### config.mk
export PLATFORM = sky130hd
export DESIGN_NAME = xlat_cache
export DESIGN_NICKNAME = d
export VERILOG_FILES = /design/src/rtl/xlat_pkg.sv /design/src/rtl/xlat_match.sv /design/src/rtl/xlat_alloc.sv /design/src/rtl/xlat_cache.sv
export SDC_FILE = /design/constraint.sdc
export NUM_CORES = 1
export LEC_CHECK = 0
export BUFFER_PORTS_ARGS = -buffer_cell sky130_fd_sc_hd__clkbuf_2
export CORE_MARGIN = 8
export CORE_UTILIZATION = 35
export CTS_BUF_LIST = sky130_fd_sc_hd__clkbuf_4
export DETAILED_ROUTE_END_ITERATION = 16
export PLACE_DENSITY = 0.55
export RECOVER_POWER = 100
export SYNTH_ARGS = -nofsm -noshare
export SYNTH_HDL_FRONTEND = slang
export SYNTH_HIERARCHICAL = 1
export SYNTH_SLANG_ARGS = --single-unit
### constraint.sdc
create_clock -name clk -period 14.14 [get_ports clk]
set_clock_uncertainty 0.2 [all_clocks]
set_input_delay 1.414 -clock clk [delete_from_list [all_inputs] [get_ports clk]]
set_output_delay 1.414 -clock clk [all_outputs]
set_load 0.05 [all_outputs]
### src/rtl/xlat_pkg.sv
package xlat_pkg;
  typedef enum logic [1:0] {
    LK_IDLE   = 2'd0,
    LK_HIT    = 2'd1,
    LK_MISS   = 2'd2,
    LK_WFAULT = 2'd3
  } lk_res_e;
endpackage

### src/rtl/xlat_match.sv
module xlat_match #(
  parameter int N     = 8,
  parameter int VPN_W = 20,
  localparam int IW   = (N > 1) ? $clog2(N) : 1
) (
  input  logic [N-1:0]     valid,
  input  logic [VPN_W-1:0] tags [N],
  input  logic [VPN_W-1:0] key,
  output logic             any,
  output logic [IW-1:0]    idx
);
  logic [N-1:0] eq_vec;

  genvar g;
  generate
    for (g = 0; g < N; g++) begin : g_cmp
      assign eq_vec[g] = valid[g] && (tags[g] == key);
    end
  endgenerate

  function automatic logic [IW-1:0] lowest_set(input logic [N-1:0] v);
    logic [IW-1:0] r;
    r = '0;
    for (int i = N - 1; i >= 0; i--) begin
      if (v[i]) r = IW'(i);
    end
    return r;
  endfunction

  assign any = |eq_vec;
  assign idx = lowest_set(eq_vec);
endmodule

### src/rtl/xlat_alloc.sv
module xlat_alloc #(
  parameter int N   = 8,
  localparam int IW = (N > 1) ? $clog2(N) : 1
) (
  input  logic          clk,
  input  logic          rst_n,
  input  logic          flush,
  input  logic [N-1:0]  valid,
  input  logic          advance,
  output logic          free_any,
  output logic [IW-1:0] free_idx,
  output logic [IW-1:0] rr_idx
);
  logic [IW-1:0] rr_q;

  function automatic logic [IW-1:0] first_empty(input logic [N-1:0] v);
    logic [IW-1:0] r;
    r = '0;
    for (int i = N - 1; i >= 0; i--) begin
      if (!v[i]) r = IW'(i);
    end
    return r;
  endfunction

  function automatic logic [IW-1:0] rr_next(input logic [IW-1:0] p);
    return (p == IW'(N - 1)) ? '0 : p + IW'(1);
  endfunction

  assign free_any = ~&valid;
  assign free_idx = first_empty(valid);
  assign rr_idx   = rr_q;

  always_ff @(posedge clk or negedge rst_n) begin
    if (!rst_n)       rr_q <= '0;
    else if (flush)   rr_q <= '0;
    else if (advance) rr_q <= rr_next(rr_q);
  end

  // a replacing fill moves the pointer by exactly one, with wrap
  a_r6_rr_step: assert property (@(posedge clk) disable iff (!rst_n)
    (advance && !flush) |=> (rr_q == rr_next($past(rr_q))));
  // without a replacing fill or flush the pointer holds still
  a_r8_rr_hold: assert property (@(posedge clk) disable iff (!rst_n)
    (!advance && !flush) |=> $stable(rr_q));
  // flush brings the pointer home
  a_r9_rr_home: assert property (@(posedge clk) disable iff (!rst_n)
    flush |=> (rr_q == '0));
endmodule

### src/rtl/xlat_cache.sv
module xlat_cache
  import xlat_pkg::*;
#(
  parameter int ENTRIES = 8,
  parameter int VPN_W   = 20,
  parameter int PFN_W   = 18,
  parameter int OFF_W   = 12
) (
  input  logic                   clk,
  input  logic                   rst_n,
  input  logic                   flush,
  input  logic                   lk_req,
  input  logic                   lk_write,
  input  logic [VPN_W-1:0]       lk_vpn,
  input  logic [OFF_W-1:0]       lk_off,
  output logic                   hit,
  output logic                   miss,
  output logic                   wr_fault,
  output logic [PFN_W+OFF_W-1:0] phys_addr,
  input  logic                   fill_en,
  input  logic                   fill_resident,
  input  logic                   fill_writable,
  input  logic [VPN_W-1:0]       fill_vpn,
  input  logic [PFN_W-1:0]       fill_pfn
);
  localparam int IW = (ENTRIES > 1) ? $clog2(ENTRIES) : 1;
  localparam int PA_W = PFN_W + OFF_W;

  logic [ENTRIES-1:0] valid_q;
  logic [VPN_W-1:0]   tag_q [ENTRIES];
  logic [PFN_W-1:0]   pfn_q [ENTRIES];
  logic [ENTRIES-1:0] wr_ok_q;

  // named internal events
  logic          lk_any, dup_any, free_any, fill_go, replace_ev;
  logic [IW-1:0] lk_idx, dup_idx, free_idx, rr_idx, fill_slot;
  lk_res_e       lk_res;

  xlat_match #(.N(ENTRIES), .VPN_W(VPN_W)) u_lk_match (
    .valid(valid_q), .tags(tag_q), .key(lk_vpn), .any(lk_any), .idx(lk_idx)
  );

  xlat_match #(.N(ENTRIES), .VPN_W(VPN_W)) u_dup_match (
    .valid(valid_q), .tags(tag_q), .key(fill_vpn), .any(dup_any), .idx(dup_idx)
  );

  xlat_alloc #(.N(ENTRIES)) u_alloc (
    .clk(clk), .rst_n(rst_n), .flush(flush), .valid(valid_q),
    .advance(replace_ev), .free_any(free_any), .free_idx(free_idx), .rr_idx(rr_idx)
  );

  function automatic lk_res_e classify(input logic req, input logic found,
                                       input logic is_wr, input logic perm);
    if (!req)                 return LK_IDLE;
    if (!found)               return LK_MISS;
    if (is_wr && !perm)       return LK_WFAULT;
    return LK_HIT;
  endfunction

  function automatic logic [PA_W-1:0] join_addr(input logic [PFN_W-1:0] f,
                                               input logic [OFF_W-1:0] o);
    return {f, o};
  endfunction

  assign lk_res    = classify(lk_req, lk_any, lk_write, wr_ok_q[lk_idx]);
  assign hit       = (lk_res == LK_HIT);
  assign miss      = (lk_res == LK_MISS);
  assign wr_fault  = (lk_res == LK_WFAULT);
  assign phys_addr = hit ? join_addr(pfn_q[lk_idx], lk_off) : '0;

  assign fill_go    = fill_en && fill_resident && !flush;
  assign replace_ev = fill_go && !dup_any && !free_any;
  assign fill_slot  = dup_any ? dup_idx : (free_any ? free_idx : rr_idx);

  always_ff @(posedge clk or negedge rst_n) begin
    if (!rst_n) begin
      valid_q <= '0;
    end else if (flush) begin
      valid_q <= '0;
    end else if (fill_go) begin
      valid_q[fill_slot] <= 1'b1;
    end
  end

  always_ff @(posedge clk) begin
    if (fill_go) begin
      tag_q[fill_slot]   <= fill_vpn;
      pfn_q[fill_slot]   <= fill_pfn;
      wr_ok_q[fill_slot] <= fill_writable;
    end
  end

  // result flags never overlap
  a_r3_onehot: assert property (@(posedge clk) disable iff (!rst_n)
    $onehot0({hit, miss, wr_fault}));
  // idle lookup drives no flag
  a_r3_idle: assert property (@(posedge clk) disable iff (!rst_n)
    !lk_req |-> !(hit || miss || wr_fault));
  // non-resident fill leaves the occupancy alone
  a_r4_reject: assert property (@(posedge clk) disable iff (!rst_n)
    (fill_en && !fill_resident && !flush) |=> $stable(valid_q));
  // refilling a present tag does not add occupancy
  a_r8_inplace: assert property (@(posedge clk) disable iff (!rst_n)
    (fill_go && dup_any) |=> ($countones(valid_q) == $countones($past(valid_q))));
  // flush empties everything
  a_r9_flush: assert property (@(posedge clk) disable iff (!rst_n)
    flush |=> (valid_q == '0));
  // a new tag while space remains takes one more slot
  a_r5_grow: assert property (@(posedge clk) disable iff (!rst_n)
    (fill_go && !dup_any && free_any) |=>
      ($countones(valid_q) == $countones($past(valid_q)) + 1));
endmodule

==> impl_metrics.py, run 1 <==
metrics = {
    "timing": {
        "tns_ns": 0,
        "setup_ws_ns": 3.80,
        "final_max_slew_viol_count": 314,
        "maxSlewHeadroom_pct": -101,
        "max_freq_mhz": 96.7,
        "hold_violations": 0,
        "setup_viol": 0,
        "period_needed_ns": 10.34,
        "finalCritPeriodShare_pct": 73.1,
        "grt_setup_unrepaired": "no",
        "tightest_slew_ns": 3.01,
    },
    "layout": {
        "fin_nets": 1315,
        "area_growth_pct": 12.9,
        "fin_area_um2": 17700,
        "fin_cells": 1896,
        "drive_gt1_share_pct": 18.2,
    },
    "setup_path": {
        "worstPathCellList": "clkbuf_1 -> xnor2_1 -> nand4_1 -> nor4_1 -> nand4_1 -> a31oi_1 -> nor2b_2 -> clkbuf_1 -> a22oi_2 -> a21boi_0 -> clkbuf_1 -> and3_1 -> clkbuf_1",
        "critPathCaptureType": "output pin",
        "crit_start": "lk_vpn[7]",
        "worst_path_max_delay_cell": "a21boi_0",
        "r2r-start": "tag_q[141]$_DFFE_PP_",
        "arrival_ns": 8.73,
        "critPathMostFrequentCell": "clkbuf_1",
        "required_ns": 12.53,
        "cp_slowest_stage_delay_ns": 2.00,
        "worstSetupStartpointType": "primary input",
        "critical_path_class": "primary input to output pin",
        "worstPathMaxFanout": 19,
    },
    "clock_tree": {
        "numCtsBuffers": 89,
        "cts_setup_buffers": 0,
        "path_clk_slew_ns": 0.07,
        "root_buffer": "clkbuf_4",
        "hold_buffers": 0,
        "cts_tree": "built",
        "cts-htree-levels": 3,
        "cts_buffer_depth": 3,
        "clock_latency_ns": 0.79,
        "clock_sinks": 323,
        "post_cts_resized": 0,
    },
    "drt": {
        "drtIter0Drc": 553,
        "wire_per_inst_um": 22.8,
        "route.detailed.drc": 0,
        "first_pass_iters": 6,
        "drt_wl_total_um": 43300,
        "final_antenna_net_count": 0,
        "num_vias": 9485,
        "vias_per_cell": 5.00,
    },
    "synth": {
        "async_flop_share_pct": 3.41,
        "ys_seq_area_share_pct": 61.6,
        "synth-edff-count": 312,
        "synth_seq_cells": 323,
        "netlist_area_um2": 15700,
        "syn_inst": 1085,
        "synth_top_area_share_pct": 59.8,
        "synth.avg_cell_area_um2": 14.4,
        "ys_types": 46,
        "synth_area_leader_cell": "edfxtp_1",
        "synth_ff_type": "edfxtp_1",
        "yosys-top-cells-area": "edfxtp_1 60%, xnor2_1 14%, mux2i_1 5.2%",
        "yosysWarnings": 6,
        "syn-num-nets": 1165,
    },
    "job": {
        "max-cap-violations": 10,
    },
    "floorplan": {
        "die_y_um": 228,
        "io_pins": 111,
        "die_w_um": 228,
        "row_count": 77,
        "start_util_pct": 35.4,
        "dieArea_um2": 51800,
        "core_area_um2": 44200,
    },
    "placement": {
        "post-place-cells": 1736,
        "pre_cts_ws_ns": 6.78,
        "place.gp.congestion": 0.857,
        "placed_area_um2": 16700,
        "port_buffers": 110,
        "dpl.hpwl_um": 27900,
    },
    "pwr": {
        "p_leak_nw": 5.43,
        "pwr_density_cell_nw_per_um2": 116,
        "ir_drop_uv": 58.3,
    },
    "global_route": {
        "grt_pass1_wl_um": 63900,
        "grt_max_degree": 48,
        "antenna_found_initial": 7,
        "grt_usage_pct": 16.8,
        "overflow": 0,
        "grt_pass1_vias": 9866,
    },
    "min_path": {
        "hold_start": "u_alloc/rr_idx[1]$_DFFE_PN0P_",
        "min_path_type": "register to register",
    },
    "run_status": {
        "violations": "max-capacitance violations, max-slew violations",
        "status": "finished, violations left",
    },
}
## layout make-up
| cell class | instances | area [µm²] |
|---|---|---|
| multi-input combinational | 686 | 5550 |
| tap | 592 | 741 |
| timing repair buffer | 124 | 531 |
| clock inverter | 19 | 131 |
| inverter | 11 | 41.3 |
| sequential | 323 | 9640 |
| fill | 4192 | 26500 |
| clock buffer | 137 | 1030 |
| antenna | 4 | 10.0 |
## per-stage QoR
stage               hold WS, ns  total power, W  utilization (%)
floorplan                 0.312         0.00116                -
global placement          0.360         0.00120             37.7
detailed placement        0.364         0.00120             37.7
CTS                       0.227         0.00208             40.3
global route              0.393         0.00213             40.0
finish                    0.373         0.00204             40.0
## synth_stat cells (all sizes together) (11+ instances only)
cell and number:
edfxtp 312, xnor2 248, mux2i 82, xor2 72, nand4 64, buf 55
a22oi 38, nand2 37, nor4 35, nor3 19, nand3 18, nor2 18
nor3b 12, dfrtp 11, inv 11
## where the power goes
group / total [W] / leakage [nW] / internal (W) / switching [W]
sequential: 0.00106 / 2.96 / 0.00106 / 0.00000323
combinational: 0.000117 / 1.77 / 0.0000407 / 0.0000767
clock: 0.000867 / 0.695 / 0.000475 / 0.000392
total: 0.00204 / 5.43 / 0.00157 / 0.000472
## cells in the final DEF (no fill, tap or decap), types with 12 or more instances in the layout
cell type	instances
clkbuf_4	137
clkbuf_2	40
mux2i_1	82
xor2_1	70
nor4_1	32
edfxtp_1	312
clkinv_1	13
nand2_1	36
nor3_2	18
nand3_1	16
nor2_1	12
a22oi_1	36
clkbuf_1	80
xnor2_1	248
nand4_1	64
## state kept, by name, indices dropped and copies added (netlist names)
signal / flops
tag_q: 160
pfn_q: 144
valid_q: 8
wr_ok_q: 8
u_alloc/rr_idx: 3
## critical path, delay by kind of cell
| kind | cells | cell delay (ns) |
|---|---|---|
| compound gates | 3 | 2.60 |
| simple gates | 5 | 1.58 |
| xor+xnor | 1 | 0.23 |
| buf+inv | 4 | 2.88 |
## cell families after synthesis
logic type | share of synthesized area (%)
compound gates | 3.23
xor+xnor | 18.0
fa+ha+maj | 0.160
buf+inv | 3.13
flops | 61.6
mux | 5.24
simple gates | 8.64
## final timing paths
kind                       cells after the start  slack [ns]                       endpoint
max                                           13        3.80                       wr_fault
min                                            2        0.37  u_alloc/rr_idx[1]$_DFFE_PN0P_
max reg2reg                                   10        7.57          pfn_q[0][5]$_DFFE_PP_
min reg2reg                                    2        0.37  u_alloc/rr_idx[1]$_DFFE_PN0P_
max in group asynchronous                      1       12.90         valid_q[0]$_DFFE_PN0P_
min in group asynchronous                      1        0.42  u_alloc/rr_idx[1]$_DFFE_PN0P_
## layer usage
layer	track usage [%]	vias to the layer above	wire length, µm	share of wire (%)
met5	0	-	49	0.11
met4	5.15	8	902	2.1
met3	4.57	82	2450	5.7
met2	28.2	286	21300	49
met1	21.0	4737	18500	43
li1	-	4372	-	-
No activity file was read; power rests on OpenSTA's default activity.
==> inputs of run 2 (changes only) <==
--- a/config.mk
+++ b/config.mk
@@ -5,6 +5,7 @@
 export SDC_FILE = /design/constraint.sdc
 export NUM_CORES = 1
 export LEC_CHECK = 0
+export ABC_AREA = 1
 export BUFFER_PORTS_ARGS = -buffer_cell sky130_fd_sc_hd__clkbuf_2
 export CORE_MARGIN = 8
 export CORE_UTILIZATION = 35
==> constraint.sdc (replaced) <==
create_clock -name clk -period 10.6 [get_ports clk]
set_clock_uncertainty 0.2 [all_clocks]
set_input_delay 1.06 -clock clk [delete_from_list [all_inputs] [get_ports clk]]
set_output_delay 1.06 -clock clk [all_outputs]
set_load 0.05 [all_outputs]
==> run 2 against run 1 <==
Total power grew 34%. Non-clock buffer count rose by 1. Setup slack got worse by 0.46 ns. Largest cell class unchanged. Routed wire length is 38% higher. Via count rose by 38%. Critical endpoint is now phys_addr[27]. Register-to-register slack lost 3.3 ns. Worst hold slack got worse by 0.018 ns. Synthesized cell count grew 54%. The flow still finishes with violations (max-capacitance violations, max-slew violations).
==> impl_metrics.py, run 2 <==
metrics = {
    "synth": {
        "syn_inst": 1668,
        "muxShareOfSynthArea_pct": 0,
        "synth_top_family_by_area": "simple AND/OR/NAND/NOR gates",
        "synth-compound-area-share_pct": 10.9,
        "ys_seq_area_share_pct": 59.5,
        "ys_types": 42,
        "synth_top_area_share_pct": 57.8,
        "yosys-top-cells-area": "edfxtp_1 58%, nand2_1 8.7%, nor2_1 6.8%",
        "synthTopCellsByCount": "376 x nand2_1, 312 x edfxtp_1, 292 x nor2_1",
        "synth-simple-area-share_pct": 18.7,
        "synth.avg_cell_area_um2": 9.72,
        "syn-num-nets": 1748,
        "synth_ff_type": "edfxtp_1",
        "yosysWarnings": 6,
        "synthAdderAreaFrac_pct": 0.154,
        "synth-edff-count": 312,
        "yosysMostFrequentCell": "nand2_1",
        "synth_seq_cells": 323,
        "async_flop_share_pct": 3.41,
        "netlist_area_um2": 16200,
        "synth_xor_area_share_pct": 5.08,
        "synth_area_leader_cell": "edfxtp_1",
    },
    "global_route": {
        "grt_usage_pct": 22.0,
        "antenna_found_initial": 3,
        "grt_pass1_vias": 13100,
        "grt_pass1_wl_um": 86400,
        "grt_max_degree": 78,
        "overflow": 0,
    },
    "placement": {
        "place.gp.congestion": 1.02,
        "port_buffers": 110,
        "post-place-cells": 2334,
        "dpl.hpwl_um": 39300,
    },
    "drt": {
        "route.detailed.drc": 0,
        "vias_per_cell": 5.26,
        "drtIter0Drc": 1315,
        "drt_wl_total_um": 59500,
        "num_vias": 13100,
        "final_antenna_net_count": 0,
        "wire_per_inst_um": 23.9,
        "first_pass_iters": 6,
    },
    "run_status": {
        "status": "finished, violations left",
        "violations": "max-capacitance violations, max-slew violations",
    },
    "clock_tree": {
        "hold_buffers": 1,
        "cts_buffer_depth": 3,
        "cts-htree-levels": 3,
        "cts_tree": "built",
        "cts_setup_buffers": 0,
        "post_cts_resized": 0,
        "clock_sinks": 323,
        "numCtsBuffers": 90,
        "clock_latency_ns": 0.84,
        "path_clk_slew_ns": 0.06,
        "root_buffer": "clkbuf_4",
    },
    "floorplan": {
        "io_pins": 111,
        "core_area_um2": 46200,
        "dieArea_um2": 53400,
        "die_w_um": 231,
        "row_count": 79,
        "start_util_pct": 35.1,
        "die_y_um": 231,
    },
    "setup_path": {
        "regToRegEndpoint": "pfn_q[0][16]$_DFFE_PP_",
        "critical_path_class": "primary input to output pin",
        "r2r_setup_slack_ns": 4.27,
        "required_ns": 9.34,
        "r2r_cells": 10,
        "arrival_ns": 6.01,
        "worstSetupStartpointType": "primary input",
        "critPathCaptureType": "output pin",
        "r2r-start": "tag_q[158]$_DFFE_PP_",
        "worstPathMaxFanout": 77,
    },
    "layout": {
        "final_common_cell": "nand2_1",
        "fin_nets": 1900,
        "multiInputGateArea_um2": 5740,
        "fin_cells": 2495,
        "reg_top3": "tag_q x160, pfn_q x144",
        "ff_latch_area_um2": 9640,
        "fillers": 4605,
        "largest_register_ffs": 160,
        "area_growth_pct": 13.0,
        "layout_common_cells": "377 x nand2_1, 312 x edfxtp_1, 284 x nor2_1",
        "drive_gt1_share_pct": 13.4,
        "fin_util_pct": 39.7,
        "regMostFlops": "tag_q",
    },
    "pwr": {
        "p_leak_nw": 6.87,
        "pwr_density_cell_nw_per_um2": 149,
        "p_total_w": 0.00273,
        "ir_drop_uv": 98.6,
    },
    "timing": {
        "final_max_slew_viol_count": 320,
        "tns_ns": 0,
        "finalCritPeriodShare_pct": 68.6,
        "setup_viol": 0,
        "grt_setup_unrepaired": "no",
        "period_needed_ns": 7.27,
        "hold_violations": 0,
        "max_freq_mhz": 138,
        "maxSlewHeadroom_pct": -122,
        "tightest_slew_ns": 3.32,
    },
    "job": {
        "max-cap-violations": 8,
    },
    "min_path": {
        "holdPathEnd": "u_alloc/rr_idx[1]$_DFFE_PN0P_",
        "min_path_type": "primary input to register",
        "hold_start": "flush",
        "hold_path_depth": 3,
    },
}
==> run 2: cell type report <==
| type | count | area share (%) |
|---|---|---|
| clock inverter | 20 | 0.567 |
| inverter | 132 | 2.71 |
| clock buffer | 136 | 5.57 |
| sequential | 323 | 52.7 |
| tap | 607 | 4.15 |
| multi-input combinational | 1148 | 31.3 |
| antenna | 4 | 0.0546 |
| timing repair buffer | 125 | 2.98 |
==> run 2: cell families after synthesis <==
kind of cell	after synthesis
AO/OA/AOI/OAI	295
buffers and inverters	197
XOR/XNOR	94
flip-flops	323
AND/OR/NAND/NOR	757
adder cells (fa/ha/maj)	2
==> run 2: report_power, final <==
part | switching [W] | internal, W | leakage (nW)
Clock | 0.000550 | 0.000586 | 0.679
Combinational | 0.000137 | 0.0000454 | 3.23
Sequential | 0.00000586 | 0.00141 | 2.96
Total | 0.000693 | 0.00204 | 6.87
==> run 2: worst max path at each step <==
stage	start	to	depth (start not counted)
after CTS	lk_vpn[0]	phys_addr[27]	17
after global placement	lk_vpn[0]	phys_addr[20]	17
after global routing	lk_vpn[0]	phys_addr[27]	26
after detailed placement	lk_vpn[0]	phys_addr[27]	17
after floorplan	fill_vpn[19]	pfn_q[1][0]$_DFFE_PP_	15
final	lk_vpn[0]	phys_addr[27]	17
==> run 2: per-stage QoR <==
stage	hold slack, ns	cell area (µm²)	setup slack, ns
after CTS	0.232	18400	3.91
after global routing	0.274	18300	2.91
final	0.355	18300	3.33
after global placement	0.353	17300	3.98
after floorplan	0.316	16200	5.62
after detailed placement	0.360	17300	3.92
==> run 2: layer usage <==
layer | global-route usage, % | share of wire (%) | vias up
li1 | - | - | 6057
met1 | 26.8 | 41 | 6297
met2 | 36.3 | 47 | 587
met3 | 5.73 | 7.5 | 181
met4 | 9.84 | 5.0 | 2
met5 | 0 | 0.022 | -
==> run 2: worst max-delay path, stage by stage <==
cell and delay, ns:
clkbuf_2 0.13, inv_1 0.57, nor2_1 0.08, a211oi_1 0.47, nand4_1 0.38, a21oi_4 0.23
buf_4 0.65, inv_2 0.04, buf_4 0.37, nand2_1 0.15, nand3_1 0.07, nand2_1 0.09
nand2_1 0.06, nand3_2 0.09, nand2_1 0.67, nor2_1 0.34, clkbuf_1 0.50
==> inputs of run 3 (changes only) <==
--- a/config.mk
+++ b/config.mk
@@ -5,13 +5,13 @@
 export SDC_FILE = /design/constraint.sdc
 export NUM_CORES = 1
 export LEC_CHECK = 0
-export ABC_AREA = 1
+export ABC_AREA = 0
 export BUFFER_PORTS_ARGS = -buffer_cell sky130_fd_sc_hd__clkbuf_2
 export CORE_MARGIN = 8
 export CORE_UTILIZATION = 35
 export CTS_BUF_LIST = sky130_fd_sc_hd__clkbuf_4
 export DETAILED_ROUTE_END_ITERATION = 16
-export PLACE_DENSITY = 0.55
+export PLACE_DENSITY = 0.57
 export RECOVER_POWER = 100
 export SYNTH_ARGS = -nofsm -noshare
 export SYNTH_HDL_FRONTEND = slang
==> constraint.sdc (replaced) <==
create_clock -name clk -period 6.6 [get_ports clk]
set_clock_uncertainty 0.2 [all_clocks]
set_input_delay 0.66 -clock clk [delete_from_list [all_inputs] [get_ports clk]]
set_output_delay 0.66 -clock clk [all_outputs]
set_load 0.05 [all_outputs]
==> run 3 against run 2 <==
The run still ends with max-capacitance violations, max-slew violations left. Via count fell by 28%. Register-to-register slack got worse by 3.1 ns. Flip-flop and latch count stayed put. Largest power group unchanged. Critical endpoint is now tag_q[132]$_DFFE_PP_. Setup slack got worse by 2.6 ns. First-iteration DRC count down 50%.
==> impl_metrics.py, run 3 (synthesized netlist as in run 1, its figures left out) <==
metrics = {
    "pwr": {
        "p_comb_share_pct": 6.1,
        "p_clk_share_pct": 41.4,
        "ir_drop_uv": 137,
        "pwr_density_cell_nw_per_um2": 241,
        "internal-power_w": 0.00334,
        "seqPwrFrac_pct": 52.5,
        "p_leak_nw": 5.61,
        "p_sw_w": 0.000980,
        "swShare_pct": 22.7,
    },
    "clock_tree": {
        "path_clk_slew_ns": 0.06,
        "clock_latency_ns": 0.74,
        "numCtsBuffers": 88,
        "cts_tree": "built",
        "post_cts_resized": 0,
        "clock_sinks": 323,
        "root_buffer": "clkbuf_4",
        "cts_buffer_depth": 3,
        "cts-htree-levels": 3,
    },
    "setup_path": {
        "worstPathMaxFanout": 21,
        "r2r_cells": 12,
        "required_ns": 6.81,
        "r2r_setup_slack_ns": 1.17,
        "critPathCaptureType": "register",
        "worstSetupStartpointType": "primary input",
        "critical_path_class": "primary input to register",
        "arrival_ns": 6.08,
    },
    "global_route": {
        "grt_pass1_vias": 9990,
        "grt_max_degree": 40,
        "overflow": 0,
        "antenna_found_initial": 3,
        "grt_pass1_wl_um": 63700,
        "grt_usage_pct": 16.7,
    },
    "job": {
        "max-cap-violations": 4,
    },
    "layout": {
        "largest_register_ffs": 160,
        "fillers": 4124,
        "area_growth_pct": 14.4,
        "regMostFlops": "tag_q",
        "final_common_cell": "edfxtp_1",
        "reg_top3": "tag_q x160, pfn_q x144",
        "layout_common_cells": "312 x edfxtp_1, 248 x xnor2_1, 132 x clkbuf_4",
        "ff_latch_area_um2": 9640,
        "fin_nets": 1338,
        "drive_gt1_share_pct": 19.7,
        "multiInputGateArea_um2": 5550,
        "fin_util_pct": 40.5,
    },
    "timing": {
        "tightest_slew_ns": 2.26,
        "period_needed_ns": 5.87,
        "setup_ws_ns": 0.735,
        "finalCritPeriodShare_pct": 88.9,
        "setup_viol": 0,
        "grt_setup_unrepaired": "no",
        "final_max_slew_viol_count": 79,
        "tns_ns": 0,
        "maxSlewHeadroom_pct": -51.0,
        "max_freq_mhz": 170,
        "hold_violations": 0,
    },
    "placement": {
        "place.gp.congestion": 0.861,
        "dpl.hpwl_um": 27500,
        "port_buffers": 110,
        "pre_cts_ws_ns": 1.16,
    },
    "floorplan": {
        "row_count": 77,
        "die_y_um": 228,
        "core_area_um2": 44200,
        "dieArea_um2": 51800,
        "start_util_pct": 35.4,
        "die_w_um": 228,
        "io_pins": 111,
    },
    "drt": {
        "wire_per_inst_um": 22.6,
        "drt_wl_total_um": 43200,
        "route.detailed.drc": 0,
        "num_vias": 9463,
        "drtIter0Drc": 664,
        "final_antenna_net_count": 0,
        "first_pass_iters": 5,
        "vias_per_cell": 4.95,
    },
    "run_status": {
        "violations": "max-capacitance violations, max-slew violations",
        "status": "finished, violations left",
    },
    "min_path": {
        "min_path_type": "primary input to register",
        "hold_path_depth": 2,
    },
}
==> run 3: changes by cell type in the layout (fill, tap and decap cells not counted), sizes merged, moves of 25 or more <==
cell	delta
o21ai	-164
nor2	-276
inv	-122
nor4	+25
xor2	+34
nand3	-28
xnor2	+192
nand2	-342
nand4	+47
a22oi	+38
mux2i	+82
o211ai	-38
o22ai	-30
==> run 3: final timing paths <==
check	startpoint	endpoint
max in group asynchronous	rst_n	valid_q[1]$_DFFE_PN0P_
setup / recovery	fill_vpn[13]	tag_q[132]$_DFFE_PP_
hold reg to reg	u_alloc/rr_idx[2]$_DFFE_PN0P_	u_alloc/rr_idx[2]$_DFFE_PN0P_
min in group asynchronous	rst_n	valid_q[3]$_DFFE_PN0P_
hold / removal	flush	u_alloc/rr_idx[0]$_DFFE_PN0P_
setup reg to reg	tag_q[25]$_DFFE_PP_	tag_q[132]$_DFFE_PP_
==> run 3: timing repair <==
item	CTS	global route
hold buffers	20	0
setup buffers	0	0
endpoints found under the hold margin	163	0
==> run 3: cell type report <==
cell class	instances	area share, %
Tap cell	592	4.13
Clock inverter	17	0.656
Timing Repair Buffer	148	4.62
Antenna cell	2	0.0279
Multi-Input combinational cell	686	31.0
Clock buffer	132	5.53
Sequential cell	323	53.8
Inverter	11	0.230
==> run 3: metrics by stage <==
stage                     hold slack [ns]  instance area, µm²  instances  total power (W)
after floorplan                     0.164               15700       1085          0.00248
after global placement              0.355               16700       1740          0.00257
after detailed placement            0.361               16700       1740          0.00257
after CTS                          0.0272               18000       1909          0.00439
after global routing               0.0708               17900       1910          0.00451
final                               0.126               17900       1911          0.00432
==> run 3: power groups by stage <==
stage | combinational [W] | clock (W) | sequential [W]
detailed placement | 0.000261 | 0 | 0.00231
global placement | 0.000258 | 0 | 0.00231
finish | 0.000264 | 0.00179 | 0.00227
floorplan | 0.000166 | 0 | 0.00231
global route | 0.000286 | 0.00196 | 0.00227
CTS | 0.000272 | 0.00185 | 0.00227
==> run 3: layer usage <==
metal  track usage (%)  wire length [µm]
met5                 0                13
met3              3.90              1830
met1              21.1             19300
met4              4.72               747
met2              28.4             21300
==> run 3: critical path, cell delays in order <==
cell and delay, ns:
clkbuf_1 0.94, xnor2_1 0.20, nand4_1 0.12, nor4_1 0.65
nand4_1 0.30, nand4_1 0.19, or2_0 0.41, nand2_1 0.14
o21ai_0 0.13, nand2_1 0.28, nor2_1 1.73, buf_12 0.27
